===== src/rtl/uart_tx_pkg.sv =====
package uart_tx_pkg;
  localparam int MAX_DATA = 9;
  localparam int MAX_STOP = 2;
  localparam int FRAME_W  = 1 + MAX_DATA + MAX_STOP;
  localparam int CNT_W    = $clog2(FRAME_W);

  typedef enum logic [1:0] {
    REG_DATA = 2'd0,
    REG_CTRL = 2'd1,
    REG_STAT = 2'd2
  } reg_sel_e;

  typedef struct packed {
    logic [2:0] len_code;
    logic       two_stop;
    logic       ie_done;
    logic       ie_empty;
    logic       bit8;
  } ctrl_t;

  function automatic int data_bits(input logic [2:0] code);
    return (code <= 3'd4) ? int'(code) + 5 : 8;
  endfunction
endpackage


===== src/rtl/uart_tx_cfg.sv =====
module uart_tx_cfg
  import uart_tx_pkg::*;
(
  input  logic       clk,
  input  logic       rst,
  input  logic       ctrl_we,
  input  logic [6:0] ctrl_data,
  input  logic       stat_we,
  input  logic       stat_clr,
  input  logic       done_set,
  input  logic       done_ack,
  input  logic       buf_empty,
  output ctrl_t      cfg,
  output logic       done_q,
  output logic       irq_empty,
  output logic       irq_done
);
  logic clr_req;
  assign clr_req = done_ack || (stat_we && stat_clr);

  always_ff @(posedge clk) begin
    if (rst) begin
      cfg <= '{len_code: 3'd3, two_stop: 1'b0, ie_done: 1'b0, ie_empty: 1'b0, bit8: 1'b0};
    end else if (ctrl_we) begin
      cfg <= ctrl_t'(ctrl_data);
    end
  end

  // set has priority over any clear request in the same cycle
  always_ff @(posedge clk) begin
    if (rst)           done_q <= 1'b0;
    else if (done_set) done_q <= 1'b1;
    else if (clr_req)  done_q <= 1'b0;
  end

  assign irq_empty = buf_empty && cfg.ie_empty;
  assign irq_done  = done_q && cfg.ie_done;

  a_r7_done_sets: assert property (@(posedge clk) disable iff (rst)
    done_set |=> done_q);
  a_r8_done_clears: assert property (@(posedge clk) disable iff (rst)
    (!done_set && clr_req) |=> !done_q);
endmodule


===== src/rtl/uart_tx_hold.sv =====
module uart_tx_hold #(
  parameter int DATA_W = 8
) (
  input  logic              clk,
  input  logic              rst,
  input  logic              data_we,
  input  logic [DATA_W-1:0] wdata,
  input  logic              bit8,
  input  logic              take,
  output logic              empty_q,
  output logic [DATA_W:0]   hold_q
);
  always_ff @(posedge clk) begin
    if (rst) begin
      empty_q <= 1'b1;
      hold_q  <= '0;
    end else if (take) begin
      empty_q <= 1'b1;
    end else if (data_we && empty_q) begin
      hold_q  <= {bit8, wdata};
      empty_q <= 1'b0;
    end
  end

  a_r2_capture: assert property (@(posedge clk) disable iff (rst)
    (data_we && empty_q) |=> (!empty_q && hold_q == {$past(bit8), $past(wdata)}));
  a_r3_keep_buffer: assert property (@(posedge clk) disable iff (rst)
    (data_we && !empty_q) |=> (hold_q == $past(hold_q)));
  a_r4_empty_on_take: assert property (@(posedge clk) disable iff (rst)
    take |=> empty_q);
endmodule


===== src/rtl/uart_tx_shift.sv =====
module uart_tx_shift
  import uart_tx_pkg::*;
#(
  parameter int DATA_W = 8
) (
  input  logic            clk,
  input  logic            rst,
  input  logic            tick,
  input  logic            full,
  input  logic [DATA_W:0] hold,
  input  logic [2:0]      len_code,
  input  logic            two_stop,
  output logic            txd_q,
  output logic            take,
  output logic            frame_end
);
  logic [FRAME_W-1:0] sh_q;
  logic [FRAME_W-1:0] frame;
  logic [CNT_W-1:0]   left_q;
  logic [CNT_W-1:0]   left_init;
  logic               busy_q;
  logic               last;
  int                 nbits;

  always_comb begin
    nbits = data_bits(len_code);
    frame = '1;
    frame[0] = 1'b0;
    for (int i = 0; i < MAX_DATA; i++) begin
      if (i < nbits && i <= DATA_W) frame[i+1] = hold[i];
    end
    left_init = CNT_W'(nbits + (two_stop ? 2 : 1));
  end

  assign last      = busy_q && (left_q == '0);
  assign take      = tick && full && (!busy_q || last);
  assign frame_end = tick && last;

  always_ff @(posedge clk) begin
    if (rst) begin
      busy_q <= 1'b0;
      txd_q  <= 1'b1;
      sh_q   <= '1;
      left_q <= '0;
    end else if (tick) begin
      if (busy_q && left_q != '0) begin
        txd_q  <= sh_q[0];
        sh_q   <= {1'b1, sh_q[FRAME_W-1:1]};
        left_q <= left_q - 1'b1;
      end else if (full) begin
        txd_q  <= frame[0];
        sh_q   <= {1'b1, frame[FRAME_W-1:1]};
        left_q <= left_init;
        busy_q <= 1'b1;
      end else begin
        busy_q <= 1'b0;
        txd_q  <= 1'b1;
      end
    end
  end

  a_r4_start_bit: assert property (@(posedge clk) disable iff (rst)
    take |=> (!txd_q && busy_q));
  a_r5_idle_high: assert property (@(posedge clk) disable iff (rst)
    !busy_q |-> txd_q);
  a_r6_back_to_back: assert property (@(posedge clk) disable iff (rst)
    (frame_end && full) |=> (busy_q && !txd_q));
endmodule


===== src/rtl/uart_tx_dbuf.sv =====
module uart_tx_dbuf
  import uart_tx_pkg::*;
#(
  parameter int DATA_W = 8
) (
  input  logic              clk,
  input  logic              rst,
  input  logic              baud_tick,
  input  logic              wr_en,
  input  logic [1:0]        wr_addr,
  input  logic [DATA_W-1:0] wr_data,
  input  logic              done_ack,
  output logic              txd,
  output logic              buf_empty,
  output logic              tx_done,
  output logic              irq_empty,
  output logic              irq_done
);
  ctrl_t           cfg;
  logic            data_we, ctrl_we, stat_we;
  logic            take, frame_end;
  logic [DATA_W:0] hold;

  assign data_we = wr_en && (wr_addr == REG_DATA);
  assign ctrl_we = wr_en && (wr_addr == REG_CTRL);
  assign stat_we = wr_en && (wr_addr == REG_STAT);

  uart_tx_cfg u_cfg (
    .clk       (clk),
    .rst       (rst),
    .ctrl_we   (ctrl_we),
    .ctrl_data (wr_data[6:0]),
    .stat_we   (stat_we),
    .stat_clr  (wr_data[0]),
    .done_set  (frame_end && buf_empty),
    .done_ack  (done_ack),
    .buf_empty (buf_empty),
    .cfg       (cfg),
    .done_q    (tx_done),
    .irq_empty (irq_empty),
    .irq_done  (irq_done)
  );

  uart_tx_hold #(.DATA_W(DATA_W)) u_hold (
    .clk     (clk),
    .rst     (rst),
    .data_we (data_we),
    .wdata   (wr_data),
    .bit8    (cfg.bit8),
    .take    (take),
    .empty_q (buf_empty),
    .hold_q  (hold)
  );

  uart_tx_shift #(.DATA_W(DATA_W)) u_shift (
    .clk       (clk),
    .rst       (rst),
    .tick      (baud_tick),
    .full      (!buf_empty),
    .hold      (hold),
    .len_code  (cfg.len_code),
    .two_stop  (cfg.two_stop),
    .txd_q     (txd),
    .take      (take),
    .frame_end (frame_end)
  );
endmodule


===== config.mk =====
export PLATFORM = sky130hd
export DESIGN_NAME = uart_tx_dbuf
export DESIGN_NICKNAME = d
export VERILOG_FILES = /design/src/rtl/uart_tx_pkg.sv /design/src/rtl/uart_tx_cfg.sv /design/src/rtl/uart_tx_hold.sv /design/src/rtl/uart_tx_shift.sv /design/src/rtl/uart_tx_dbuf.sv
export SDC_FILE = /design/constraint.sdc
export NUM_CORES = 1
export LEC_CHECK = 0
export BUFFER_PORTS_ARGS = -buffer_cell sky130_fd_sc_hd__buf_2
export CORE_MARGIN = 10
export CORE_UTILIZATION = 61
export CTS_CLUSTER_SIZE = 16
export DETAILED_ROUTE_END_ITERATION = 10
export PLACE_DENSITY = 0.85
export RECOVER_POWER = 50
export SLEW_MARGIN = 20
export SYNTH_ARGS = -nofsm -noshare
export SYNTH_HDL_FRONTEND = slang
export SYNTH_SLANG_ARGS = --single-unit

===== constraint.sdc =====
create_clock -name clk -period 5.7 [get_ports clk]
set_input_delay 1.14 -clock clk [delete_from_list [all_inputs] [get_ports clk]]
set_output_delay 1.14 -clock clk [all_outputs]
set_load 0.05 [all_outputs]

==> reports/metrics.yaml <==
logic_synthesis:
  ys_warn_count: 0
  synth_edf_count: 0
  syn_avg_cell_area_um2: 8.026
  synthCells: 210
  ys_seq_area_frac: 0.3920
  yosysUniqueCellTypes: 49
  netlist_area_mm2: 0.001685
  synth_nets: 231
  ys.flop_type: "dfxtp_1"
  synth_seq_cells: 33
  async_flop_share: 0
run:
  max-cap-violations: 1
cells_and_area:
  diodes: 0
  syn_to_final_growth_pct: 6.087
  layout_commonest_cell: "dfxtp_1"
  num-fill-cells: 248
  drive_gt1_frac: 0.1622
  layout_common_cells: "dfxtp_1, nand2_1, a21oi_1, buf_2, nand3_1"
  layout.nets: 242
grt:
  grt_pass1_vias: 1423
  grt_usage: 0.1510
  grt_max_degree: 35
  grt_antenna_before_repair: 0
  grt_pass1_wl_mm: 6.465
  grt_overflow: 0
clocking:
  cts_root_buf: "clkbuf_4"
  cts_made_buffers: 5
  cts.clk_slew.worst_paths_ns: 0.10
  tritoncts: "built"
  clockBufferDepth: 2
  cts_num_sinks: 33
  clock_latency_ns: 0.35
  h-tree-depth: 2
  post-cts-setup-buffer-count: 0
  cts_resized: 0
  hold_buffers: 0
power:
  switchingPower_mw: 0.1275
  pwr-share-clk: 0.300
  power_frac_seq: 0.560
  p_comb_frac: 0.140
  intPower_mw: 0.3079
  irDropWorstVdd_uv: 197.8
  powerDensity_mw_per_mm2: 243.5
  p_sw_frac: 0.2928
  power.leakage_nw: 0.6845
sta:
  grt_setup_unrepaired: "no"
  holdWs_ns: 0.4589
  final-hold-violation-count: 0
  final_max_slew_viol_count: 34
  fin_tns_setup_ns: 0
  relSlewSlack: -0.002233
  fin_crit_sh: 0.4874
  min_period_ns: 2.778
  tightest_slew_ns: 1.503
  max_freq_mhz: 360.0
  setup_viol: 0
  skew_ns: 0.01486
outcome:
  outcome: "finished with violations"
  violations: "capacitance limit, slew limit"
setup_path:
  cp.arrival_ns: 2.95
  critPathRequiredTime_ns: 5.88
  start_kind: "primary input"
  setup.worst_path.class: "primary input to flip-flop"
  crit_path_end_kind: "flip-flop"
  crit_fanout: 34
detailed_routing:
  via_per_inst: 5.917
  vias: 1497
  dr.pass1.iters: 4
  drc: 0
  drt_iter0_markers: 100
  wl_mm: 3.685
  postRouteAntennaNets: 0
  post_drt_wl_per_cell_um: 14.57
die:
  core_mm2: 0.002710
  die_w_um: 72.57
  die_y_um: 72.57
  io_pins: 20
  rows: 19
  initial_core_util: 0.6219
  die_area_mm2: 0.005266
hold_path:
  hp-class: "flip-flop to flip-flop"
placed_design:
  portBuffers: 19
  dp.final_hpwl_mm: 2.649
  gp_congestion: 0.8207
## state kept, by name, summed over array words and instances (netlist names)
| register | count |
|---|---|
| u_hold.empty_q | 1 |
| u_hold.hold_q | 9 |
| u_shift.busy_q | 1 |
| u_shift.txd_q | 1 |
| u_shift.sh_q | 9 |
| u_cfg.cfg | 7 |
| u_cfg.done_q | 1 |
| u_shift.left_q | 4 |
## kinds of logic (layout without fill, tap and decap cells)
family / after synthesis / after routing / share of synthesized area
and+or+nand+nor: 83 / 83 / 0.2502
AOI/OAI and AO/OA: 60 / 60 / 0.2227
xor gates and xnor gates: 1 / 1 / 0.005198
muxes: 1 / 1 / 0.005939
buffers and inverters: 26 / 38 / 0.07498
DFF: 33 / 33 / 0.3920
adders and majority gates: 6 / 6 / 0.04900
## metal layers
metal / vias to the layer above / share of wire / GRT usage
li1: 761 / - / -
met4: 0 / 0.017 / 0.06118
met2: 37 / 0.46 / 0.2264
met5: - / 0 / 0
met1: 692 / 0.48 / 0.1928
met3: 7 / 0.049 / 0.05177
## critical path: stages
cell	delay, ns
clkbuf_1	1.06
inv_1	0.32
a31oi_1	0.30
o311ai_2	0.12
## synthesized netlist by cell type (2+ instances only)
library cell,number,share of area
a21oi_1,27,0.080
dfxtp_1,33,0.39
nor3b_1,2,0.0089
a311oi_1,2,0.010
nand3_1,13,0.039
a31oi_1,2,0.0074
nand2_1,32,0.071
nand4_1,2,0.0074
o21ai_1,12,0.036
ha_1,5,0.037
nor2b_1,2,0.0074
o31ai_1,2,0.0089
buf_2,8,0.024
buf_4,3,0.013
nand3b_1,2,0.0089
and2_1,2,0.0074
o21ai_0,3,0.0089
nor3_1,6,0.018
buf_1,2,0.0045
inv_1,10,0.022
nand2b_1,2,0.0074
nor2_1,11,0.024
## metrics by stage
stage	utilization	instance area (um2)	setup WS (ns)	instances	total power, mW
detailed placement	0.6399	1734	3.273	245	0.3098
CTS	0.6602	1789	3.262	253	0.4379
finish	0.6597	1788	2.922	253	0.4354
global route	0.6597	1788	2.831	253	0.4589
global placement	0.6399	1734	3.307	245	0.3083
floorplan	-	1685	3.258	210	0.2956
## path summary, 6_finish.rpt
| path | startpoint | end | slack, ns | cells after the start |
|---|---|---|---|---|
| worst max-delay path | rst | u_shift.left_q[3]$_SDFFE_PP0P_ | 2.92 | 4 |
| worst min-delay path | u_cfg.cfg[1]$_SDFFE_PP0P_ | u_cfg.cfg[1]$_SDFFE_PP0P_ | 0.46 | 2 |
| worst max register to register | u_cfg.cfg[4]$_SDFFE_PP1P_ | u_shift.left_q[3]$_SDFFE_PP0P_ | 3.46 | 10 |
| worst min register to register | u_cfg.cfg[1]$_SDFFE_PP0P_ | u_cfg.cfg[1]$_SDFFE_PP0P_ | 0.46 | 2 |
## layout make-up
type | instances | area (um2) | area share
Inverter | 11 | 41.29 | 0.02309
Timing Repair Buffer | 19 | 93.84 | 0.05248
Tap cell | 31 | 38.79 | 0.02169
Clock inverter | 3 | 17.52 | 0.009797
Clock buffer | 5 | 37.54 | 0.02099
Sequential cell | 33 | 660.6 | 0.3695
Multi-Input combinational cell | 151 | 898.4 | 0.5025
## power by group through the flow
| stage | Combinational, mW | Sequential (mW) | Clock [mW] |
|---|---|---|---|
| floorplan | 0.0461 | 0.249 | 0 |
| global placement | 0.0595 | 0.249 | 0 |
| detailed placement | 0.0608 | 0.249 | 0 |
| CTS | 0.0612 | 0.244 | 0.133 |
| global route | 0.0692 | 0.245 | 0.145 |
| finish | 0.0611 | 0.244 | 0.130 |
Note: power is estimated with default switching activity, not from simulation.
